==> config.mk <==
export PLATFORM = sky130hd
export DESIGN_NAME = lvl_irq_router
export DESIGN_NICKNAME = d
export VERILOG_FILES = /design/src/rtl/lirq_pkg.sv /design/src/rtl/lirq_polarity.sv /design/src/rtl/lirq_line.sv /design/src/rtl/lvl_irq_router.sv
export SDC_FILE = /design/constraint.sdc
export NUM_CORES = 1
export LEC_CHECK = 0
export BUFFER_PORTS_ARGS = -buffer_cell sky130_fd_sc_hd__buf_2
export CORE_ASPECT_RATIO = 2
export CORE_UTILIZATION = 43
export CTS_CLUSTER_SIZE = 28
export DETAILED_ROUTE_END_ITERATION = 10
export GPL_ROUTABILITY_DRIVEN = 1
export GPL_TIMING_DRIVEN = 1
export MAX_ROUTING_LAYER = met4
export PLACE_DENSITY_LB_ADDON = 0.2
export REMOVE_ABC_BUFFERS = 1
export SYNTH_ARGS = -nofsm -noshare
export SYNTH_HDL_FRONTEND = slang
export SYNTH_SLANG_ARGS = --single-unit
==> constraint.sdc <==
create_clock -name clk -period 2.17 [get_ports clk]
set_input_delay 0.1085 -clock clk [delete_from_list [all_inputs] [get_ports clk]]
set_output_delay 0.1085 -clock clk [all_outputs]
set_load 0.1 [all_outputs]
==> src/rtl/lirq_pkg.sv <==
package lirq_pkg;
  localparam int LIRQ_W = 32;

  // Active level after polarity correction: pol=1 means high is active.
  function automatic logic [LIRQ_W-1:0] lirq_norm(input logic [LIRQ_W-1:0] lvl,
                                                  input logic [LIRQ_W-1:0] pol);
    return ~(lvl ^ pol);
  endfunction

  // Effective polarity: software bits only where configurable, fixed bits forced.
  function automatic logic [LIRQ_W-1:0] lirq_pol_eff(input logic [LIRQ_W-1:0] stored,
                                                     input logic [LIRQ_W-1:0] fix_hi,
                                                     input logic [LIRQ_W-1:0] fix_lo);
    return (stored & ~(fix_hi | fix_lo)) | fix_hi;
  endfunction

  // Next pending value: acknowledge first, then level capture wins.
  function automatic logic [LIRQ_W-1:0] lirq_pend_next(input logic [LIRQ_W-1:0] pend,
                                                       input logic [LIRQ_W-1:0] clr,
                                                       input logic [LIRQ_W-1:0] set);
    return (pend & ~clr) | set;
  endfunction
endpackage

==> src/rtl/lirq_polarity.sv <==
module lirq_polarity
  import lirq_pkg::*;
#(
  parameter int NUM_SRC = 9,
  parameter logic [NUM_SRC-1:0] FIX_HI = 9'h102,
  parameter logic [NUM_SRC-1:0] FIX_LO = 9'h004
) (
  input  logic               clk,
  input  logic               rst_n,
  input  logic               wr,
  input  logic [NUM_SRC-1:0] wdata,
  input  logic [NUM_SRC-1:0] src,
  output logic [NUM_SRC-1:0] pol_eff,
  output logic [NUM_SRC-1:0] act
);
  logic [NUM_SRC-1:0] stored_q;
  logic [LIRQ_W-1:0]  eff_w, act_w;

  always_ff @(posedge clk) begin
    if (!rst_n)  stored_q <= '0;
    else if (wr) stored_q <= wdata;
  end

  always_comb begin
    eff_w   = lirq_pol_eff(LIRQ_W'(stored_q), LIRQ_W'(FIX_HI), LIRQ_W'(FIX_LO));
    pol_eff = eff_w[NUM_SRC-1:0];
    act_w   = lirq_norm(LIRQ_W'(src), LIRQ_W'(pol_eff));
    act     = act_w[NUM_SRC-1:0];
  end
endmodule

==> src/rtl/lirq_line.sv <==
module lirq_line
  import lirq_pkg::*;
#(
  parameter int NUM_SRC = 9
) (
  input  logic               clk,
  input  logic               rst_n,
  input  logic [NUM_SRC-1:0] act,
  input  logic               wr,
  input  logic [NUM_SRC-1:0] en_wdata,
  input  logic [NUM_SRC-1:0] ack_wdata,
  output logic [NUM_SRC-1:0] en_q,
  output logic [NUM_SRC-1:0] pend_q,
  output logic [NUM_SRC-1:0] set_evt,
  output logic [NUM_SRC-1:0] clr_evt,
  output logic               irq_q
);
  logic [LIRQ_W-1:0] nxt_w;

  always_comb begin
    set_evt = act & en_q;
    clr_evt = wr ? ack_wdata : '0;
    nxt_w   = lirq_pend_next(LIRQ_W'(pend_q), LIRQ_W'(clr_evt), LIRQ_W'(set_evt));
  end

  always_ff @(posedge clk) begin
    if (!rst_n) begin
      en_q   <= '0;
      pend_q <= '0;
      irq_q  <= 1'b0;
    end else begin
      if (wr) en_q <= en_wdata;
      pend_q <= nxt_w[NUM_SRC-1:0];
      irq_q  <= |(pend_q & en_q);
    end
  end
endmodule

==> src/rtl/lvl_irq_router.sv <==
module lvl_irq_router
  import lirq_pkg::*;
#(
  parameter int NUM_SRC   = 9,
  parameter int NUM_LINES = 3,
  parameter int ADDR_W    = 8,
  parameter int PEND_LSB  = 16,
  parameter logic [NUM_SRC-1:0] FIX_HI = 9'h102,
  parameter logic [NUM_SRC-1:0] FIX_LO = 9'h004
) (
  input  logic                 clk,
  input  logic                 rst_n,
  input  logic [NUM_SRC-1:0]   src_i,
  input  logic                 bus_we,
  input  logic [ADDR_W-1:0]    bus_addr,
  input  logic [LIRQ_W-1:0]    bus_wdata,
  output logic [LIRQ_W-1:0]    bus_rdata,
  output logic [NUM_LINES-1:0] irq_o
);
  localparam int IDX_W   = ADDR_W - 2;
  localparam int FLAT_W  = NUM_LINES * NUM_SRC;

  logic [IDX_W-1:0]   idx;
  logic               aligned, pol_sel;
  logic [NUM_SRC-1:0] pol_eff, act;
  logic [FLAT_W-1:0]  en_all, pend_all, set_all, clr_all;
  logic [NUM_LINES-1:0] line_sel;

  assign idx     = bus_addr[ADDR_W-1:2];
  assign aligned = (bus_addr[1:0] == 2'b00);
  assign pol_sel = aligned && (idx == '0);

  lirq_polarity #(.NUM_SRC(NUM_SRC), .FIX_HI(FIX_HI), .FIX_LO(FIX_LO)) u_pol (
    .clk(clk), .rst_n(rst_n), .wr(bus_we && pol_sel),
    .wdata(bus_wdata[NUM_SRC-1:0]), .src(src_i),
    .pol_eff(pol_eff), .act(act)
  );

  for (genvar k = 0; k < NUM_LINES; k++) begin : g_line
    assign line_sel[k] = aligned && (idx == IDX_W'(k + 1));
    lirq_line #(.NUM_SRC(NUM_SRC)) u_line (
      .clk(clk), .rst_n(rst_n), .act(act),
      .wr(bus_we && line_sel[k]),
      .en_wdata(bus_wdata[NUM_SRC-1:0]),
      .ack_wdata(bus_wdata[PEND_LSB +: NUM_SRC]),
      .en_q(en_all[k*NUM_SRC +: NUM_SRC]),
      .pend_q(pend_all[k*NUM_SRC +: NUM_SRC]),
      .set_evt(set_all[k*NUM_SRC +: NUM_SRC]),
      .clr_evt(clr_all[k*NUM_SRC +: NUM_SRC]),
      .irq_q(irq_o[k])
    );
  end

  always_comb begin
    bus_rdata = '0;
    if (pol_sel) bus_rdata[NUM_SRC-1:0] = pol_eff;
    for (int k = 0; k < NUM_LINES; k++) begin
      if (line_sel[k]) begin
        bus_rdata[NUM_SRC-1:0]           = en_all[k*NUM_SRC +: NUM_SRC];
        bus_rdata[PEND_LSB +: NUM_SRC]   = pend_all[k*NUM_SRC +: NUM_SRC];
      end
    end
  end
endmodule

==> reports/results.txt <==
Die footprint: 0.00792 mm^2
N_diodes: 0
GRT Total Usage: 26.6%
Clock skew: 0.00551 ns
Post-synth EDFFs: 0
Max-cap viol count: 0
Worst-case reg-to-reg path depth: 3
Worst path top cell family by delay: buffers and inverters
Fin crit period: 1.78 ns
Final ANT Viol Nets: 0
Hold WS: 0.0798 ns
Post-synthesis mux area share: 18.4%
Clock root buffer: clkbuf_16
Starting density of the core: 44.6%
Core Area: 0.00727 mm^2
Detailed-route wire length per cell: 19.1 um
Crit path DAT: 1.67 ns
Syn Inst Count: 347
Fin. Hold Viols: 0
Seq cells post-synth: 63
Max-slew violation count: 0
Num CTS Buffers: 9
HPWL after DPL: 6930 um
Port Buffers: 58
Chip width: 63.4 um
Layout cells sized above 1: 25.6%
Main flop type after synthesis: dfxtp_1
Initial DRC count: 234
Non-Filler Cell Area, Final: 0.00407 mm^2
Total global routing overflow: 0
CTS tree: built
Slew HR: 53.6%
Cells after DPL: 486
Worst path buffer plus inverter count: 4
Final GP Congestion: 0.889
PostCTS Resize Cnt: 0
CP Capture Type: output port
Largest net degree at the start of global routing: 64
Peak Freq: 0.562 GHz
Crit share post-route: 82.0%
Hold Crit Endpoint: g_line[0].u_line.en_q[8]$_SDFFE_PN0N_
Hold Path Origin: bus_wdata[8]
Largest family of logic cells by synthesized area: multiplexers
I/O pins: 87
CP Max Fanout: 22
Pre-CTS WS: 0.272 ns
Cell area after placement: 0.00377 mm^2
Worst path cell trace: buf_2 -> buf_4 -> nor2b_1 -> buf_4 -> a221oi_1 -> buf_12
Final setup violation count: 0
Htree depth: 3
Busiest grt layer: met2
First-pass GRT wire length: 15,400 um
Min setup slack post-route: 0.390 ns
CP max stage delay: 0.51 ns
Die Span Y: 125 um
Final nets: 457
Most frequent CP cell: buf_4
Leak pwr: 1.77 nW
Post-synth ARST share: 0%
R2r setup slk: 1.01 ns
WS Path Type: input port to output port
RSZ-0062 raised after global routing: no
Most common cell after layout, fill and taps aside: dfxtp_1
DRT Pass-1 Iters: 5
Syn Area/Cell: 9.35 um^2
Final WL: 9600 um
WHS Path Cells: 3
RR Startpoint: g_line[1].u_line.en_q[3]$_SDFFE_PN0N_
Initial antenna violation count: 0
Status: completed
Worst reg2reg endpoint: g_line[1].u_line.irq_q$_SDFF_PN0_
Slowest stage cell, crit path: a221oi_1
Worst setup SP type: input port
Most frequent cells in the layout: dfxtp_1 (63), nand2_1 (56), buf_2 (46)
Via-per-instance ratio: 5.81
Met1 Resource Use GR: 27.1%
GR Layer Usage met2: 45.0%
Required time worst endpoint: 2.06 ns
Post-CTS Setup Inserts: 0
Worst vdd ir: 0.551 mV
Worst Tran Pin Value: 0.695 ns
Post-CTS Hold Fix Bufs: 0
CTS clock-pin slew for the worst setup and hold paths: 0.05 ns
Worst hold path type: input port to register
Compound-Gate Fraction of Synth Area: 15.7%
Mapped Area: 0.00324 mm^2
P&R area growth vs syn: 25.3%
Vias in the first global route: 2,960
DR vias: 2,916
Maximum buffer depth of the clock tree: 2
M3 GR Usage: 4.76%
Layout fillers: 706
Area share of fa/ha/maj cells after synthesis: 0%
Sequential fraction of the synthesis area: 38.9%
Simple-Gate Fraction of Synth Area: 17.9%
Netlist cell types: 36
Synth Warn #: 0
Final routed DRC violation total: 0
Pwr Density: 705 mW/mm^2
XOR/XNOR Fraction of Synth Area: 1.62%
Number of cell rows: 44
Worst skew pair latency: 0.34 ns
Fin cells: 502
Clock sink count: 63
==> cells in the mapped netlist (all sizes together) (7+ instances only) <==
master  number  area [um^2]
a22oi       13         97.6
dfxtp       63         1260
mux2        10          113
nor2b        7         43.8
nand4        7         43.8
clkbuf      14         52.6
a32o        18          180
nand2       56          210
nor2        19         71.3
buf         25          171
or3          7         43.8
a21oi        9         45.0
mux2i       35          350
or4          8         63.8
==> metrics by stage <==
stage	utilization [%]	setup TNS [ns]	total power [mW]
global placement	51.9	0	1.46
detailed placement	51.9	0	1.46
global route	56.0	0	2.94
floorplan	-	-14.26	1.34
CTS	56.0	0	2.87
finish	56.0	0	2.87
==> cell type report <==
type | count | area (um^2) | area share [%]
well taps | 92 | 115 | 2.83
multi-input cells | 254 | 1800 | 44.2
flip-flops and latches | 63 | 1260 | 31.0
clock inverters | 3 | 42.5 | 1.05
repair buffers | 73 | 583 | 14.3
clock buffers | 13 | 250 | 6.15
inverters | 4 | 15.0 | 0.369
==> tightest hold or removal path, stage by stage <==
cell	delay, ns
buf_2	0.09
nand2_1	0.09
mux2i_1	0.07
==> per-layer routing <==
metal	vias to the layer above	part of all wire, %
li1	1379	-
met1	1402	38
met2	110	54
met3	25	3.8
met4	0	5.0
met5	-	0
==> kinds of logic after synthesis <==
| logic type | after synthesis |
|---|---|
| simple gates | 120 |
| xor+xnor | 6 |
| mux | 51 |
| flops | 63 |
| compound gates | 63 |
| buf+inv | 43 |
| other cells | 1 |
==> sequential cells by signal, summed over array words and instances (netlist names) <==
register              count
g_line.u_line.en_q       27
g_line.u_line.pend_q     27
g_line.u_line.irq_q       3
u_pol.stored_q            6
==> how the worst max path moves through the flow <==
stage                           start                                    end  slack (ns)  cells past startpoint
after detailed placement  bus_addr[5]  g_line[1].u_line.en_q[6]$_SDFFE_PN0N_        0.27                      4
after global routing      bus_addr[2]                           bus_rdata[8]        0.31                      6
after CTS                 bus_addr[2]                           bus_rdata[8]        0.39                      6
final                     bus_addr[2]                           bus_rdata[8]        0.39                      6
after floorplan           bus_addr[5]                           bus_rdata[1]       -1.96                      3
after global placement    bus_addr[5]  g_line[1].u_line.en_q[5]$_SDFFE_PN0N_        0.30                      4
==> power breakdown <==
group	switching [mW]	internal [mW]	total, mW
clock network	0.513	0.918	1.43
registers	0.00123	1.16	1.16
logic	0.216	0.0587	0.275
total	0.731	2.14	2.87
Power figures use the tool's default switching activity.
